[config.mk]
export PLATFORM = sky130hd
export DESIGN_NAME = atr_streamer
export DESIGN_NICKNAME = d
export VERILOG_FILES = /design/src/rtl/atr_pkg.sv /design/src/rtl/atr_edge_sync.sv /design/src/rtl/atr_bit_index.sv /design/src/rtl/atr_bit_select.sv /design/src/rtl/atr_ctrl.sv /design/src/rtl/atr_streamer.sv
export SDC_FILE = /design/constraint.sdc
export NUM_CORES = 1
export LEC_CHECK = 0
export BUFFER_PORTS_ARGS = -buffer_cell sky130_fd_sc_hd__buf_2
export CAP_MARGIN = 40
export CORE_MARGIN = 1
export CORE_UTILIZATION = 49
export CTS_CLUSTER_SIZE = 10
export DETAILED_ROUTE_END_ITERATION = 7
export PLACE_DENSITY = 0.81
export SLEW_MARGIN = 30
export SYNTH_ARGS = -nofsm -noshare
export SYNTH_HDL_FRONTEND = slang
export SYNTH_SLANG_ARGS = --single-unit
[constraint.sdc]
create_clock -name clk -period 1.05 [get_ports clk]
set_input_delay 0 -clock clk [delete_from_list [all_inputs] [get_ports clk]]
set_output_delay 0 -clock clk [all_outputs]
set_load 0.01 [all_outputs]
[src/rtl/atr_pkg.sv]
// Shared types and line numbering for the answer-to-reset streamer.
package atr_pkg;

    // Controller states.
    typedef enum logic [1:0] {
        ST_IDLE   = 2'd0,
        ST_ARMED  = 2'd1,
        ST_STREAM = 2'd2
    } atr_state_e;

    // Positions of the synchronized pin lines inside the sampler vector.
    localparam int unsigned LINE_CRST  = 0;
    localparam int unsigned LINE_SEL   = 1;
    localparam int unsigned LINE_SCLK  = 2;
    localparam int unsigned LINE_BUSY  = 3;
    localparam int unsigned NUM_LINES  = 4;

endpackage

[src/rtl/atr_edge_sync.sv]
// Synchronizes N asynchronous lines into the clk domain and flags their edges.
// Assumes: STAGES >= 2. Every line resets to 0, so active-low pins must be
// inverted before they reach this module.
module atr_edge_sync #(
    parameter int unsigned N      = 4,
    parameter int unsigned STAGES = 2
) (
    input  logic         clk,
    input  logic         rst_n,
    input  logic [N-1:0] raw,
    output logic [N-1:0] lvl,
    output logic [N-1:0] rise,
    output logic [N-1:0] fall
);

    logic [N-1:0][STAGES-1:0] chain;
    logic [N-1:0]             lvl_q;

    for (genvar g = 0; g < N; g++) begin : g_line
        // Shift each raw line through its own synchronizer chain.
        always_ff @(posedge clk) begin
            if (!rst_n) chain[g] <= '0;
            else        chain[g] <= {chain[g][STAGES-2:0], raw[g]};
        end
        assign lvl[g] = chain[g][STAGES-1];
    end

    // Keep the previous synchronized level for edge detection.
    always_ff @(posedge clk) begin
        if (!rst_n) lvl_q <= '0;
        else        lvl_q <= lvl;
    end

    assign rise = lvl & ~lvl_q;
    assign fall = ~lvl & lvl_q;

endmodule

[src/rtl/atr_bit_index.sv]
// Bit position counter of the stream. Load clears it, step advances it, and
// it wraps after WORD_BITS-1. A power-of-two length wraps by overflow; any
// other length uses a compare.
module atr_bit_index #(
    parameter int unsigned WORD_BITS = 32,
    localparam int unsigned IW       = $clog2(WORD_BITS)
) (
    input  logic          clk,
    input  logic          rst_n,
    input  logic          load,
    input  logic          step,
    output logic [IW-1:0] idx
);

    localparam logic [IW-1:0] LAST = IW'(WORD_BITS - 1);

    logic [IW-1:0] idx_nxt;

    if ((1 << IW) == WORD_BITS) begin : g_pow2
        assign idx_nxt = idx + 1'b1;
    end else begin : g_cmp
        assign idx_nxt = (idx == LAST) ? '0 : idx + 1'b1;
    end

    // Hold, clear or advance the bit position.
    always_ff @(posedge clk) begin
        if (!rst_n)    idx <= '0;
        else if (load) idx <= '0;
        else if (step) idx <= idx_nxt;
    end


    wrap_zero_chk: assert property (@(posedge clk) disable iff (!rst_n)
        (idx == LAST && step && !load) |=> (idx == '0));


    idx_hold_chk: assert property (@(posedge clk) disable iff (!rst_n)
        (!step && !load) |=> $stable(idx));

endmodule

[src/rtl/atr_bit_select.sv]
// Picks the stream bit at position idx from the identification word. The byte
// is chosen by the upper index bits and the bit inside it LSB first.
// Assumes: BYTES >= 2. Byte k of WORD sits in bits [8k+7:8k].
module atr_bit_select #(
    parameter int unsigned             BYTES = 4,
    parameter logic [8*BYTES-1:0]      WORD  = '0,
    localparam int unsigned            IW    = $clog2(8 * BYTES),
    localparam int unsigned            BW    = IW - 3
) (
    input  logic [IW-1:0] idx,
    input  logic          en,
    output logic          bit_o
);

    logic [7:0]    byte_tbl [BYTES];
    logic [BW-1:0] byte_sel;
    logic [2:0]    bit_sel;
    logic [7:0]    cur_byte;

    for (genvar g = 0; g < BYTES; g++) begin : g_byte
        assign byte_tbl[g] = WORD[8*g +: 8];
    end

    assign byte_sel = idx[IW-1:3];
    assign bit_sel  = idx[2:0];

    // Select the current byte, guarding slots past the last real byte.
    always_comb begin
        cur_byte = 8'h00;
        if (int'(byte_sel) < BYTES) cur_byte = byte_tbl[byte_sel];
    end

    assign bit_o = en & cur_byte[bit_sel];

endmodule

[src/rtl/atr_ctrl.sv]
// Arming and streaming controller. A reset rise while the device is selected
// and not busy arms the block and requests a transaction stop. The reset fall
// starts the stream, and serial-clock falls advance it. Deselection or write
// busy returns the block to idle.
// Assumes: all inputs are synchronized single-cycle edges or levels.
module atr_ctrl
    import atr_pkg::*;
(
    input  logic clk,
    input  logic rst_n,
    input  logic crst_rise,
    input  logic crst_fall,
    input  logic sel_act,
    input  logic sclk_fall,
    input  logic busy,
    output logic load,
    output logic step,
    output logic streaming,
    output logic xact_stop
);

    atr_state_e state, state_nxt;
    logic       stop_req;
    logic       accept;

    assign accept = crst_rise & sel_act & ~busy;

    // Work out the next state and the counter controls.
    always_comb begin
        state_nxt = state;
        load      = 1'b0;
        step      = 1'b0;
        stop_req  = 1'b0;
        unique case (state)
            ST_IDLE: begin
                if (accept) begin
                    state_nxt = ST_ARMED;
                    stop_req  = 1'b1;
                end
            end
            ST_ARMED: begin
                if (!sel_act || busy) begin
                    state_nxt = ST_IDLE;
                end else if (crst_fall) begin
                    state_nxt = ST_STREAM;
                    load      = 1'b1;
                end
            end
            ST_STREAM: begin
                if (!sel_act || busy) begin
                    state_nxt = ST_IDLE;
                end else if (crst_rise) begin
                    state_nxt = ST_ARMED;
                    stop_req  = 1'b1;
                end else if (sclk_fall) begin
                    step = 1'b1;
                end
            end
            default: state_nxt = ST_IDLE;
        endcase
    end

    // Register the state and the stop request.
    always_ff @(posedge clk) begin
        if (!rst_n) begin
            state     <= ST_IDLE;
            xact_stop <= 1'b0;
        end else begin
            state     <= state_nxt;
            xact_stop <= stop_req;
        end
    end

    assign streaming = (state == ST_STREAM);


    desel_idle_chk: assert property (@(posedge clk) disable iff (!rst_n)
        !sel_act |=> (state == ST_IDLE));


    busy_idle_chk: assert property (@(posedge clk) disable iff (!rst_n)
        busy |=> (state == ST_IDLE));


    stop_single_chk: assert property (@(posedge clk) disable iff (!rst_n)
        xact_stop |=> !xact_stop);

endmodule

[src/rtl/atr_streamer.sv]
// Top of the answer-to-reset streamer. It synchronizes the pin inputs, runs
// the controller and puts the selected word bit on the data output.
// Assumes: ATR_BYTES >= 2, SYNC_STAGES >= 2, and serial-clock phases longer
// than SYNC_STAGES+1 system clocks.
module atr_streamer
    import atr_pkg::*;
#(
    parameter int unsigned              ATR_BYTES   = 4,
    parameter logic [8*ATR_BYTES-1:0]   ATR_WORD    = 32'h55AA0119,
    parameter int unsigned              SYNC_STAGES = 2
) (
    input  logic clk,
    input  logic rst_n,
    input  logic card_rst,
    input  logic sel_n,
    input  logic sclk,
    input  logic wr_busy,
    output logic sd_out,
    output logic sd_oe,
    output logic xact_stop
);

    localparam int unsigned WORD_BITS = 8 * ATR_BYTES;
    localparam int unsigned IW        = $clog2(WORD_BITS);

    logic [NUM_LINES-1:0] raw, lvl, rise, fall;
    logic [IW-1:0]        idx;
    logic                 load, step, streaming;

    assign raw[LINE_CRST] = card_rst;
    assign raw[LINE_SEL]  = ~sel_n;
    assign raw[LINE_SCLK] = sclk;
    assign raw[LINE_BUSY] = wr_busy;

    atr_edge_sync #(.N(NUM_LINES), .STAGES(SYNC_STAGES)) i_sync (
        .clk  (clk),
        .rst_n(rst_n),
        .raw  (raw),
        .lvl  (lvl),
        .rise (rise),
        .fall (fall)
    );

    atr_ctrl i_ctrl (
        .clk      (clk),
        .rst_n    (rst_n),
        .crst_rise(rise[LINE_CRST]),
        .crst_fall(fall[LINE_CRST]),
        .sel_act  (lvl[LINE_SEL]),
        .sclk_fall(fall[LINE_SCLK]),
        .busy     (lvl[LINE_BUSY]),
        .load     (load),
        .step     (step),
        .streaming(streaming),
        .xact_stop(xact_stop)
    );

    atr_bit_index #(.WORD_BITS(WORD_BITS)) i_index (
        .clk  (clk),
        .rst_n(rst_n),
        .load (load),
        .step (step),
        .idx  (idx)
    );

    atr_bit_select #(.BYTES(ATR_BYTES), .WORD(ATR_WORD)) i_select (
        .idx  (idx),
        .en   (streaming),
        .bit_o(sd_out)
    );

    assign sd_oe = streaming;


    quiet_off_chk: assert property (@(posedge clk) disable iff (!rst_n)
        !sd_oe |-> !sd_out);


    out_steady_chk: assert property (@(posedge clk) disable iff (!rst_n)
        (sd_oe && !fall[LINE_SCLK] && !fall[LINE_CRST] && $past(sd_oe)) |=> (!sd_oe || $stable(sd_out)));

endmodule

# Word-level counts from Yosys, hierarchy flattened
# Index checks and enable logic that the tools add are counted.
[totals]
register_bits = 19
latchBits = 0
mem_bits_rw = 0
rom_bits = 0
inputBits = 6
output_inout_bits = 3
elab_cells = 54
mem_count = 0
[classes]
n_addsub = 1
mul = 0
div = 0
order_cmp = 2
n_eq_ne = 5
shift = 0
mux = 22
bitwise = 11
n_reduce_logical = 5
[op_table]
columns = ["operator", "count"]
rows = [
  ["8-bit binary-select mux with 2-bit select", 1],
  ["8-bit two-way mux", 2],
  ["1-bit two-way mux", 11],
  ["2-bit two-way mux", 5],
  ["2-bit one-hot mux with 3 select lines", 1],
  ["5-bit by 1-bit adder with 5-bit output, second input constant", 1],
  ["1-bit bitwise AND", 4],
  ["3-bit by 4-bit < comparator with 1-bit output, second input constant", 1],
  ["1-bit NOT", 4],
  ["3-bit bitwise AND", 1],
  ["1-bit binary-select mux with 3-bit select", 1],
  ["3-bit >= comparator, second input constant", 1],
  ["3-bit by 2-bit != test with 1-bit output, second input constant", 1],
  ["3-bit != test, second input constant", 1],
  ["2-bit NOT with 3-bit output", 1],
  ["3-bit NOT", 1],
  ["3-bit AND reduction", 1],
  ["2-bit by 1-bit equality test with 1-bit output, second input constant", 1],
  ["2-bit equality test, second input constant", 1],
  ["2-bit logical NOT", 1],
  ["2-bit by 1-bit != test with 1-bit output, second input constant", 1],
  ["1-bit one-hot mux with 2 select lines", 1],
  ["2-bit OR reduction", 1],
  ["1-bit logical NOT", 1],
  ["1-bit logical OR", 1],
]

# Depth between registers and ports, before layout
[depth]
word_depth = 7
mapped_depth = 5
depth_no_buf = 5

# Hierarchy
# A second synthesis with hierarchy kept.
[hier_totals]
hier_cells = 90
hier_area_um2 = 909.6
[modules_own_cells]
columns = ["module", "instances", "cells_each", "area_each_um2", "seq_area_each_um2"]
rows = [
  ["atr_edge_sync", 1, 37, 416.6, 240.2],
  ["atr_bit_index", 1, 23, 239.0, 100.1],
  ["atr_ctrl", 1, 16, 150.1, 60.1],
  ["atr_bit_select", 1, 13, 100.1, 0.0],
  ["atr_streamer", 1, 1, 3.8, 0.0],
]

# Worst setup path before layout
# OpenSTA, ideal clock, no wires.
[synth_timing]
kind = "flip-flop to output port"
startpoint = "register i_index.idx[3]"
endpoint = "output sd_out"
t_arrival_ns = 1.244
t_required_ns = 1.050
slack_ns = -0.194
stages_incl_launch_ff = 6
n_path_buf = 0
cell_sequence = "dfxtp_1 -> inv_1 -> ha_1 -> and2_1 -> o31ai_1 -> a211oi_1"
[synth_via]
elab_chain_len = 7
[synth_lines]
columns = ["element", "line", "rtl"]
rows = [
  ["start: declaration", "atr_bit_index.sv:12", "output logic [IW-1:0] idx"],
  ["start signal: assignment", "atr_bit_index.sv:29", "else if (step) idx <= idx_nxt;"],
  ["2-bit NOT with 3-bit output (implied by the code)", "atr_bit_select.sv:30", "if (int'(byte_sel) < BYTES) cur_byte = byte_tbl[byte_sel];"],
  ["8-bit binary-select mux with 2-bit select", "atr_bit_select.sv:30", ""],
  ["8-bit two-way mux (implied by the code) (2 in a row)", "atr_bit_select.sv:30", ""],
  ["1-bit binary-select mux with 3-bit select", "atr_bit_select.sv:33", "assign bit_o = en & cur_byte[bit_sel];"],
  ["1-bit two-way mux (implied by the code)", "atr_bit_select.sv:33", ""],
  ["1-bit bitwise AND", "atr_bit_select.sv:33", ""],
  ["end: declaration", "atr_streamer.sv:18", "output logic sd_out,"],
]
# No other way between the ends. The select of a mux whose other input is x is not followed.

# Worst setup path in the final report
[layout_timing]
startpoint = "register i_index.idx[1]"
endpoint = "output sd_out"
[layout_via]
elab_chain_len = 3
[layout_lines]
columns = ["element", "line"]
rows = [
  ["1-bit binary-select mux with 3-bit select", "atr_bit_select.sv:33"],
  ["1-bit two-way mux (implied by the code)", "atr_bit_select.sv:33"],
  ["1-bit bitwise AND", "atr_bit_select.sv:33"],
]
# No other way between the ends. The select of a mux whose other input is x is not followed.

==> out/metrics.cfg <==
[sta]
layout_min_cycle_time_ps=1480
tightest_slew_ps=304
final.period_utilization_pct=141
rsz0062_at_grt=yes
fmax_ghz=0.674
hold_viol_final=0
slew_viol_final=0
setup_ws_ps=-434
worst_hold_slack_ps=95.8
setup_viol=5
relSlewSlack_pct=79.6
fin_skew_ps=4.89

[setup_path]
crit_chain=buf_4, nor3b_1, a211oi_1, a211oi_2, buf_2
critPathKind=flop to output port
arrival_ps=1480
start_kind=flop
r2r.worst_path.cells=4
critPathCapture=sd_out
critPathLaunch=i_index.idx[1]
r2r_end=i_index.idx[0]
cp_slowest_cell=dfxtp_2
cp_data_required_time_ps=1050
r2r-start=i_sync.lvl[2]
worst_setup_path_end_kind=output port
max_stage_delay_ps=350
regToRegSetupSlack_ps=-90
cp_max_fo=4

[synthesis]
synth_area_leaders=dfxtp_1, and2_1, ha_1
synthTopCellsByCount=dfxtp_1, and2_1, nand2b_1
synth_top_family_by_area=simple AND/OR/NAND/NOR gates
synth_area_sq_um=850
yosysTopAreaCellShare_pct=42.4
yosys-mux-area-fraction_pct=3.53
synth.most_common_cell=dfxtp_1
yosys_warnings=0
ys_seq_elements=18
synth_simple_gate_area_share_pct=32.7
synth_edf_count=0
synth_xor_area_share_pct=0
syn_avg_cell_area_sq_um=10.1
synth.yosys.seq_area_share_pct=42.4
yosysUniqueCellTypes=30
synthAdderAreaFrac_pct=5.89
yosys.area.top_type=dfxtp_1
synth-main-ff-cell=dfxtp_1
synth_fp_nets=94
synth-compound-area-share_pct=12.5
async_flop_share_pct=0
synthCells=84

[floorplanning]
coreArea_sq_mm=0.00156
initial_core_util_pct=54.5
die_area_sq_mm=0.00190
fp.dieW_um=43.6
row_count=14
die_y_um=43.6
ioPinCount=9

[drt]
post_drt_via_cell_ratio=5.56
ant_nets=0
drt_iter0_markers=7
wl_per_cell_um=13.3
vias=717
drc=1
first_pass_iters=6
totalWireLength_um=1720

[finish]
nNetsFinal=125
fill_cells=90
final_area_sq_mm=0.00124
drive_gt1_share_pct=51.3
antenna_cells=0
finalNonFillerCells=129
area_growth_pct=45.9

[power]
power_switching_share_pct=20.3
peakVddDrop_uv=775
p_seq_share_pct=64.1
switching_power_w=0.000223
p_clk_share_pct=28.5
power_density_mw_per_mm2=888
p_comb_share_pct=7.4
cellLeakagePower_nw=0.475
internal-power_w=0.000878

[global_route]
globalRouteOverflowTotal=0
grt_max_degree=19
grt.total_usage_pct=20.2
grt_first_pass_wirelength_um=2840
antenna_found_initial=0
grt_pass1_vias=690

[place]
postPlaceCellArea_sq_mm=0.00103
dp.cells=119
io_buffers=8
gp_congestion=0.842
dpl.hpwl_um=1120

[clock_network]
clk_path_buf_depth=2
clk-insertion-delay-late_ps=280
cts_tree=done
cts_buffers=3
cts.sinks=18
clk_pin_slew_ps=90
root_buffer=clkbuf_4
cts_htree_levels=1

[flow_run]
cap_violations=0

[status]
outcome=finished with violations
failed_checks=DRC, setup timing

[worst_hold_path]
hold_path_class=input pin to flop

[power by group through the flow]
stage	logic, W	clock network (W)	registers [W]
2_1_floorplan	0.0000401	0	0.000722
3_3_place_gp	0.0000578	0	0.000723
3_5_place_dp	0.0000601	0	0.000724
4_1_cts	0.0000795	0.000330	0.000706
5_1_grt	0.0000896	0.000363	0.000708
6_report	0.0000814	0.000314	0.000706
[routing by layer]
| layer | track usage [%] | wire (um) |
|---|---|---|
| met5 | 0 | 0 |
| met4 | 11.9 | 30 |
| met3 | 4.58 | 30 |
| met2 | 36.1 | 951 |
| met1 | 21.5 | 703 |
[how the worst min path moves through the flow]
stage           from               to  slack [ps]  depth (start not counted)
2_1_floorplan  sel_n  i_sync.chain[2]          70                          1
3_3_place_gp   sel_n  i_sync.chain[2]         160                          2
3_5_place_dp   sel_n  i_sync.chain[2]         160                          2
4_1_cts        rst_n    i_sync.lvl[1]          90                          2
5_1_grt        rst_n    i_sync.lvl[1]         110                          2
6_report       rst_n    i_sync.lvl[1]         100                          2
[critical path: cells and delay by family (launching register included)]
kind                   cells  cell delay (ps)
and+or+nand+nor            1              260
buffers and inverters      2              300
AOI/OAI and AO/OA          2              300
DFF                        1              350
[cell type report]
cell class	instances	area [sq um]	share of cell area (%)
Sequential cell	18	377	30.4
Tap cell	16	20.0	1.61
Multi-Input combinational cell	60	586	47.2
Timing Repair Buffer	29	221	17.9
Inverter	3	13.8	1.11
Clock buffer	3	22.5	1.82
[stage by stage]
stage               utilization (%)  TNS [ps]  setup slack (ps)  total power [W]
floorplan                         -     -31.8             -31.8         0.000762
global placement               65.9      -310              -123         0.000781
detailed placement             65.9      -501              -154         0.000784
CTS                            75.8      -812              -475          0.00112
global route                   79.5     -1010              -519          0.00116
finish                         79.5      -719              -434          0.00110
[cell usage in the layout, fill, tap and decap left out, types with 2 or more instances in the layout]
cell / synthesis / routed
ha_4: 0 / 2
nand2b_1: 5 / 2
dfxtp_1: 18 / 7
ha_1: 4 / 2
o211ai_1: 4 / 4
mux2i_1: 3 / 3
nand4_1: 3 / 3
buf_2: 2 / 7
buf_6: 0 / 3
nor4_4: 0 / 2
o21ai_0: 2 / 2
dlygate4sd3_1: 0 / 4
nand2b_4: 1 / 3
a21oi_1: 3 / 3
buf_4: 0 / 15
dfxtp_2: 0 / 10
and2_1: 10 / 9
nor2b_1: 4 / 4
o31ai_4: 0 / 3
clkbuf_4: 0 / 3
[timing repair]
item	in CTS	in global routing
hold buffers	4	0
buffers inserted	2	1
endpoints found under the hold margin	4	0
pin swaps	6	6
resized for setup	21	9
setup endpoints to repair	6	8
[kinds of logic after synthesis]
family | Yosys count
buffers and inverters | 6
and+or+nand+nor | 37
DFF | 18
adders and majority gates | 4
AOI/OAI and AO/OA | 16
muxes | 3
[state kept, by name, indices dropped and copies added, names as in the netlist]
signal            cells
i_ctrl.state          2
i_ctrl.xact_stop      1
i_index.idx           5
i_sync.chain          4
i_sync.lvl            4
i_sync.lvl_q          2
(Power assumes the default switching activity.)
